File: src/rtl/bag_pkg.sv
package bag_pkg;

    // Resolved per-cycle command of the address generator
    typedef enum logic [1:0] {
        CMD_HOLD   = 2'd0,
        CMD_STEP   = 2'd1,
        CMD_LOAD   = 2'd2,
        CMD_REPEAT = 2'd3
    } bag_cmd_e;

endpackage

File: src/rtl/bag_cmd_decode.sv
module bag_cmd_decode
    import bag_pkg::*;
(
    input  logic     load_i,
    input  logic     count_i,
    input  logic     repeat_i,
    output bag_cmd_e cmd_o
);

    // Fixed priority: repeat, load, count, hold
    always_comb begin
        if (repeat_i)     cmd_o = CMD_REPEAT;
        else if (load_i)  cmd_o = CMD_LOAD;
        else if (count_i) cmd_o = CMD_STEP;
        else              cmd_o = CMD_HOLD;
    end

endmodule

File: src/rtl/bag_step.sv
module bag_step #(
    parameter int DEPTH = 160,
    localparam int AW   = $clog2(DEPTH)
) (
    input  logic [AW-1:0] cur_i,
    output logic [AW-1:0] nxt_o,
    output logic          wrap_o
);

    localparam int LAST = DEPTH - 1;
    localparam bit POW2 = (DEPTH == (1 << AW));

    generate
        if (POW2) begin : g_pow2
            // Natural overflow of the adder marks the wrap
            always_comb begin
                {wrap_o, nxt_o} = {1'b0, cur_i} + {{AW{1'b0}}, 1'b1};
            end
        end else begin : g_cmp
            // Compare against the last legal location; anything above it wraps too
            always_comb begin
                wrap_o = (cur_i >= AW'(LAST));
                nxt_o  = wrap_o ? '0 : cur_i + 1'b1;
            end
        end
    endgenerate

endmodule

File: src/rtl/burst_addr_gen.sv
module burst_addr_gen
    import bag_pkg::*;
#(
    parameter int DEPTH = 160,
    localparam int AW   = $clog2(DEPTH)
) (
    input  logic          clk_i,
    input  logic          rst_i,
    input  logic [AW-1:0] ext_addr_i,
    input  logic          load_i,
    input  logic          count_i,
    input  logic          repeat_i,
    output logic [AW-1:0] int_addr_o,
    output logic          wrap_o
);

    localparam int LAST = DEPTH - 1;

    typedef struct packed {
        logic [AW-1:0] addr;
        logic [AW-1:0] start;
        logic          wrap;
    } gen_state_t;

    gen_state_t    st_d, st_q;
    bag_cmd_e      cmd;
    logic [AW-1:0] step_nxt;
    logic          step_wrap;

    bag_cmd_decode u_dec (
        .load_i   (load_i),
        .count_i  (count_i),
        .repeat_i (repeat_i),
        .cmd_o    (cmd)
    );

    bag_step #(.DEPTH(DEPTH)) u_step (
        .cur_i  (st_q.addr),
        .nxt_o  (step_nxt),
        .wrap_o (step_wrap)
    );

    always_comb begin
        st_d      = st_q;
        st_d.wrap = 1'b0;
        unique case (cmd)
            CMD_REPEAT: st_d.addr = st_q.start;
            CMD_LOAD: begin
                st_d.addr  = ext_addr_i;
                st_d.start = ext_addr_i;
            end
            CMD_STEP: begin
                st_d.addr = step_nxt;
                st_d.wrap = step_wrap;
            end
            default: ;
        endcase
        if (rst_i) st_d = '0;
    end

    always_ff @(posedge clk_i) begin
        st_q <= st_d;
    end

    assign int_addr_o = st_q.addr;
    assign wrap_o     = st_q.wrap;


    load_take_chk: assert property (@(posedge clk_i) disable iff (rst_i)
        (load_i && !repeat_i) |=> (int_addr_o == $past(ext_addr_i)));


    step_one_chk: assert property (@(posedge clk_i) disable iff (rst_i)
        (count_i && !load_i && !repeat_i && int_addr_o < AW'(LAST))
        |=> (int_addr_o == $past(int_addr_o) + 1'b1) && !wrap_o);


    repeat_start_chk: assert property (@(posedge clk_i) disable iff (rst_i)
        repeat_i |=> (int_addr_o == $past(st_q.start)));


    hold_chk: assert property (@(posedge clk_i) disable iff (rst_i)
        (!load_i && !count_i && !repeat_i) |=> ($stable(int_addr_o) && !wrap_o));


    wrap_zero_chk: assert property (@(posedge clk_i) disable iff (rst_i)
        wrap_o |-> (int_addr_o == '0));


    wrap_pulse_chk: assert property (@(posedge clk_i) disable iff (rst_i)
        (wrap_o && !count_i) |=> !wrap_o);


    start_keep_chk: assert property (@(posedge clk_i) disable iff (rst_i)
        (!load_i || repeat_i) |=> $stable(st_q.start));


    reset_clear_chk: assert property (@(posedge clk_i)
        rst_i |=> (int_addr_o == '0 && st_q.start == '0 && !wrap_o));

endmodule

File: config.mk
export PLATFORM = sky130hd
export DESIGN_NAME = burst_addr_gen
export DESIGN_NICKNAME = d
export VERILOG_FILES = /design/src/rtl/bag_pkg.sv /design/src/rtl/bag_cmd_decode.sv /design/src/rtl/bag_step.sv /design/src/rtl/burst_addr_gen.sv
export SDC_FILE = /design/constraint.sdc
export NUM_CORES = 1
export LEC_CHECK = 0
export BUFFER_PORTS_ARGS = -buffer_cell sky130_fd_sc_hd__buf_2
export CAP_MARGIN = 10
export CORE_MARGIN = 2
export CORE_UTILIZATION = 44
export CTS_CLUSTER_DIAMETER = 200
export DETAILED_ROUTE_END_ITERATION = 8
export PLACE_DENSITY_LB_ADDON = 0.05
export SLEW_MARGIN = 20
export SYNTH_ARGS = -nofsm -noshare
export SYNTH_HDL_FRONTEND = slang
export SYNTH_SLANG_ARGS = --single-unit
File: constraint.sdc
create_clock -name clk_i -period 2.75 [get_ports clk_i]
set_input_delay 0.55 -clock clk_i [delete_from_list [all_inputs] [get_ports clk_i]]
set_output_delay 0.55 -clock clk_i [all_outputs]
set_load 0.02 [all_outputs]
# After elaboration in Yosys (flattened, before gate mapping)
# Index checks and enable logic that the tools add are counted.
word_totals:
  reg_bits: 17
  input_bits: 13
  output_inout_bits: 9
  word_cells: 16
op_classes:
  n_addsub: 1
  magnitude_cmp: 1
  n_eq_ne: 3
  muxes: 5
  bitwise_logic: 1
  reduce_logical: 2
ops:
  columns: ["cell", "count"]
  rows:
  - ["$pmux 8 s3", 1]
  - ["$add 8x1->8 const B", 1]
  - ["$ge 8x8->1 const B", 1]
  - ["$mux 8", 1]
  - ["$eq 2x2->1 const B", 2]
  - ["$mux 2", 2]
  - ["$reduce_bool 3->1", 1]
  - ["$eq 2x1->1 const B", 1]
  - ["$reduce_or 2->1", 1]
  - ["$mux 1", 1]
  - ["$not 1->1", 1]

# Longest topological paths before layout
# Gate-level depths: netlist (run 1).
depth:
  ltp_word: 6
  depth_mapped: 8
  ltp_nobuf: 8

# By module
# From an unflattened synthesis (run 1), not the netlist that was laid out.
unflattened:
  cells_unflattened: 121
  area_unflattened_um2: 1231.2
modules_own_cells:
  columns: ["mod", "instances", "cells_per_inst", "area_per_inst_um2", "seq_area_each_um2"]
  rows:
  - ["burst_addr_gen", 1, 88, 999.7, 340.3]
  - ["bag_step", 1, 30, 214.0, 0.0]
  - ["bag_cmd_decode", 1, 3, 17.5, 0.0]

# Least setup slack after synthesis (run 1)
# OpenSTA, ideal clock, no wires.
synth_path:
  path_kind: "input port to flip-flop"
  from: "in load_i"
  to: "reg st_q (netlist bit int_addr_o[5])"
  setup_time_ns: 0.086
  arrival_ns: 1.733
  required_ns: 2.664
  slack_ns: 0.931
  path_stages: 8
  n_path_buf: 2
  path_cell_list: "inv_1 > a21oi_1 > ha_1 > buf_6 > buf_2 > a21oi_1 > nor2_1 > a221oi_2"
synth_via:
  elab_chain_len: 4
  word_cells_on_any_way: 7
  cone_classes: "eq/ne: 3; mux: 3; reduce/logical: 1"
synth_lines:
  columns: ["item", "line", "source"]
  rows:
  - ["from (decl)", "burst_addr_gen.sv:10", "input logic load_i,"]
  - ["$mux 2 (*)", "bag_cmd_decode.sv:13", "else if (load_i) cmd_o = CMD_LOAD;"]
  - ["$mux 2 (*)", "bag_cmd_decode.sv:12", "if (repeat_i) cmd_o = CMD_REPEAT;"]
  - ["$eq 2x1->1 or $eq 2x2->1 (tied branches)", "burst_addr_gen.sv:46", "unique case (cmd)"]
  - ["$pmux 8 s3 or $reduce_bool 3->1 (tied branches)", null, null]
  - ["to (signal assigned)", "burst_addr_gen.sv:62", "st_q <= st_d;"]
  - ["to (decl)", "burst_addr_gen.sv:25", "gen_state_t st_d, st_q;"]
# Every way passes the cells marked *; elsewhere a longest branch is shown, timed or not.
# A chain may end at the register's enable or synchronous reset.

# Worst setup path in the final report (run 1)
# Same ends and word-level chain as after synthesis.

==> results.yml, run 1 <==
drt:
  wl_um: 2180
  vias: 905
  drt_iter0_drc: 11
  drtAntennaViolNets: 0
  viasPerCell: 5.26
  drc: 0
  avgRoutedWirePerCell_um: 12.7
  drt_pass1_iterations: 4
final_layout:
  final_common_cell: "buf_2"
  regArea_um2: 340
  diodes: 0
  num-fill-cells: 248
  multi_input_area_um2: 594
  final_cell_mix: "21 x buf_2, 20 x a21oi_1, 17 x dfxtp_1"
  syn2layout_area_growth_pct: 4.72
  fin_nets: 160
  utilization_pct: 47.2
  drive_above_1_share_pct: 21.1
pwr:
  p_leak_nw: 0.452
  power_uw: 547
  power.density_nw_per_um2: 481
  vdd_drop_max_mv: 0.311
sta:
  fin_crit_ns: 1.84
  hold_viol: 0
  finalSetupViolCount: 0
  fin_ws_ns: 0.907
  whs_ns: 0.477
  rsz0062_at_grt: "no"
  worst_slew_pin_slew_ns: 0.615
  slew_headroom_pct: 59.0
  slew_viol_final: 0
  fin_crit_sh_pct: 67.0
  fmax_mhz: 542
  clock_skew_ns: 0.00898
  fin_tns_setup_ns: 0
grt:
  grt_util_met2_pct: 27.4
  grt.busiest_layer: "met2"
  gr-total-overflow: 0
  grtUsageTotal_pct: 17.5
  grt_pass1_vias: 790
  grt_use_met3_pct: 6.11
  grt_max_degree: 21
  use_met1_pct: 23.6
  grt_pass1_wl_um: 3660
  antenna_found_initial: 0
yosys:
  ys_warn_count: 0
  synth_cells: 133
  synth-edff-count: 0
  synthDistinctLibCells: 35
  synthFlopType: "dfxtp_1"
  ys_seq_area_share_pct: 31.3
  syn-num-nets: 150
  syn_area_per_cell_um2: 8.18
  async_flop_share_pct: 0
  synth-seq-cells: 17
  syn_area_um2: 1090
setup_path:
  critical_path_class: "in -> reg"
  arrival_ns: 2.06
  crit_required_ns: 2.96
  start_kind: "input port"
  worstSetupEndpointType: "register"
  cp_max_fo: 16
cts:
  cts.sinks: 17
  clock_latency_ns: 0.29
  htreeDepth: 1
  clock_path_buffers: 2
  ctsHoldBuffers: 0
  clockRootBuffer: "clkbuf_4"
  postCtsSetupBuffers: 0
  post_cts_resized: 0
  cts_buffers: 3
  cts_tree: "done"
  clkTransAtPathRegs_ns: 0.11
hold_path:
  hold_class: "reg -> reg"
flow_run:
  maxCapViolations: 0
placement:
  place_ws_ns: 0.551
  dp_hpwl_um: 1580
  gp_congestion: 0.700
  io_buffer_count: 21
die:
  dieArea_um2: 2880
  fp.dieH_um: 53.7
  core-area_um2: 2410
  pin_count: 22
  initial_core_util_pct: 45.1
  die_x_um: 53.7
  rows: 18
status:
  status: "finished, final reports clean"
-- final cells by class --
class / instances / share of cell area (%)
repair buffers: 21 / 9.23
well taps: 30 / 3.30
inverters: 9 / 2.97
clock inverters: 1 / 0.440
clock buffers: 3 / 1.98
flip-flops and latches: 17 / 29.9
multi-input cells: 91 / 52.2
-- routing by layer --
metal  up-vias  routed length, µm
met4         0                 12
met1       400               1150
met2        19                904
li1        484                  -
met3         2                112
met5         -                  0
-- state kept, by name (all words and copies together), names as in the netlist --
| register | flops |
|---|---|
| int_addr_o | 8 |
| st_q | 8 |
| wrap_o | 1 |
-- report_power, final --
group	switching (mW)	internal, mW
sequential	0.0246	0.263
clock	0.0817	0.0541
combinational	0.0725	0.0513
-- cells by family after synthesis --
kind of cell	synth area share (%)
and+or+nand+nor	20.9
DFF	31.3
buffers and inverters	14.0
AOI/OAI and AO/OA	25.7
adders and majority gates	4.60
muxes	1.84
xor gates and xnor gates	1.61
-- cells in the mapped netlist, types with 2 or more instances --
master,number,share of area (%)
a31oi_1,2,1.2
o21a_1,2,1.4
mux2i_1,2,1.8
nor2b_1,2,1.2
dfxtp_1,17,31
buf_6,2,2.1
inv_1,9,3.1
clkbuf_1,3,1.0
a211oi_1,4,2.8
xnor2_1,2,1.6
buf_4,9,6.2
nor3_1,4,1.8
nand2b_1,8,4.6
nand2_1,10,3.5
nor2_1,11,3.8
ha_1,4,4.6
nand3_1,4,1.8
o31ai_1,2,1.4
a21oi_1,20,9.2
-- path summary, 6_finish.rpt --
| kind | start | endpoint | cells after the start | slack (ns) |
|---|---|---|---|---|
| setup / recovery | load_i | int_addr_o[5] | 8 | 0.91 |
| hold / removal | st_q[2] | st_q[2] | 2 | 0.48 |
| setup reg to reg | int_addr_o[0] | int_addr_o[5] | 5 | 0.92 |
| hold reg to reg | st_q[2] | st_q[2] | 2 | 0.48 |
-- worst max-delay path, cell delays in order --
cell	delay, ns
buf_2	0.09
inv_1	0.03
a21oi_1	0.24
ha_1	0.52
nand2_1	0.14
a21oi_1	0.17
nor2_1	0.06
a221oi_2	0.26
-- metrics by stage --
stage / cell area (µm²) / cells
after CTS: 1140 / 172
after global routing: 1140 / 172
after detailed placement: 1110 / 168
after global placement: 1110 / 168
final: 1140 / 172
after floorplan: 1090 / 133
No activity file was read; power rests on OpenSTA's default activity.
==> run 2: changes to the inputs <==
clock period = 1.72 ns   (was 2.75 ns; I/O delays follow)
==> run 2 against run 1 <==
  * Global-route usage is 1.1 points higher
  * Cell count rose by 10%
  * Non-clock buffer count up 18
  * Combinational power up 110%
  * Core utilization increased by 5.6 points
  * First-iteration DRC count grew to 3.0 times the previous value
  * Cell area increased by 12%
  * Highest routed layer unchanged
==> results.yml, run 2 (synthesis results as in run 1) <==
status:
  status: "finished, final reports clean"
setup_path:
  ff2ff_path_depth: 6
  rrSetupSlack_ns: 0.11
  cp_max_fo: 3
  reg2reg_to: "int_addr_o[2]"
  critical_path_class: "reg -> reg"
  arrival_ns: 1.83
  start_kind: "register"
  r2r-start: "int_addr_o[0]"
  crit_required_ns: 1.94
  worstSetupEndpointType: "register"
grt:
  antenna_found_initial: 0
  grt.busiest_layer: "met1"
  grt_pass1_wl_um: 3900
  grt_pass1_vias: 789
  grt_use_met3_pct: 2.50
  grt_max_degree: 18
  grt_util_met2_pct: 26.0
  grtUsageTotal_pct: 18.6
  use_met1_pct: 28.6
  gr-total-overflow: 0
cts:
  clock_latency_ns: 0.29
  cts_tree: "done"
  cts_buffers: 3
  htreeDepth: 1
  clkTransAtPathRegs_ns: 0.11
  clock_path_buffers: 2
  ctsHoldBuffers: 0
  cts.sinks: 17
  clockRootBuffer: "clkbuf_4"
  postCtsSetupBuffers: 0
  post_cts_resized: 0
final_layout:
  finalInstanceArea_um2: 1270
  fin_nets: 178
  utilization_pct: 52.9
  syn2layout_area_growth_pct: 17.1
  layout.cells.non_filler: 190
  drive_above_1_share_pct: 30.0
  final_common_cell: "buf_2"
  final_cell_mix: "21 x buf_2, 20 x a21oi_1, 18 x buf_4"
  diodes: 0
sta:
  fin_ws_ns: 0.108
  clock_skew_ns: 0.00915
  fin_tns_setup_ns: 0
  whs_ns: 0.301
  slew_headroom_pct: 71.8
  fmax_mhz: 621
  finalSetupViolCount: 0
  worst_slew_pin_slew_ns: 0.422
  hold_viol: 0
  slew_viol_final: 0
  fin_crit_ns: 1.61
  rsz0062_at_grt: "no"
  fin_crit_sh_pct: 93.7
die:
  dieArea_um2: 2880
  initial_core_util_pct: 45.1
  die_x_um: 53.7
  rows: 18
  fp.dieH_um: 53.7
  core-area_um2: 2410
  pin_count: 22
hold_path:
  min-delay-start: "ext_addr_i[7]"
  whs_endpoint: "st_q[8]"
  hold_class: "in -> reg"
  holdPathStages: 3
placement:
  place_ws_ns: -0.154
  dpl-instance-area_um2: 1250
  place_inst: 186
  dp_hpwl_um: 1860
  gp_congestion: 0.799
  io_buffer_count: 21
drt:
  vias: 994
  drt_iter0_drc: 33
  wl_um: 2450
  avgRoutedWirePerCell_um: 12.9
  viasPerCell: 5.23
  drtAntennaViolNets: 0
  drc: 0
  drt_pass1_iterations: 4
pwr:
  vdd_drop_max_mv: 0.482
  power.density_nw_per_um2: 731
  power_uw: 931
  p_leak_nw: 0.544
flow_run:
  maxCapViolations: 0
-- run 2: power breakdown --
group	switching, mW	internal [mW]
logic	0.144	0.118
registers	0.0233	0.421
clock network	0.139	0.0864
-- run 2: final cells by class --
class / count / area [µm²]
sequential: 17 / 340
clock buffer: 3 / 22.5
fill: 232 / 1140
timing repair buffer: 39 / 240
multi-input combinational: 91 / 594
inverter: 9 / 33.8
tap: 30 / 37.5
clock inverter: 1 / 5.00
-- run 2: per-layer routing --
layer  part of all wire (%)  vias up
li1                       -      518
met1                     50      440
met2                     43       34
met3                    6.6        2
met4                   0.53        0
met5                      0        -
-- run 2: worst max-delay path by stage --
stage | endpoint | slack (ns) | cells after the start | from
after floorplan | int_addr_o[5] | 0.11 | 8 | load_i
after global placement | int_addr_o[2] | -0.15 | 8 | load_i
after detailed placement | int_addr_o[2] | -0.15 | 8 | load_i
after CTS | int_addr_o[0] | 0.11 | 6 | int_addr_o[0]
after global routing | int_addr_o[2] | 0.005 | 8 | load_i
final | int_addr_o[2] | 0.11 | 6 | int_addr_o[0]
-- run 2: critical path, cell delays in order, from the launching register on --
cell and delay, ns:
dfxtp_1 0.33, ha_1 0.22, and3_4 0.21, a311oi_4 0.34, buf_4 0.18, a211oi_1 0.08, nor3_1 0.17
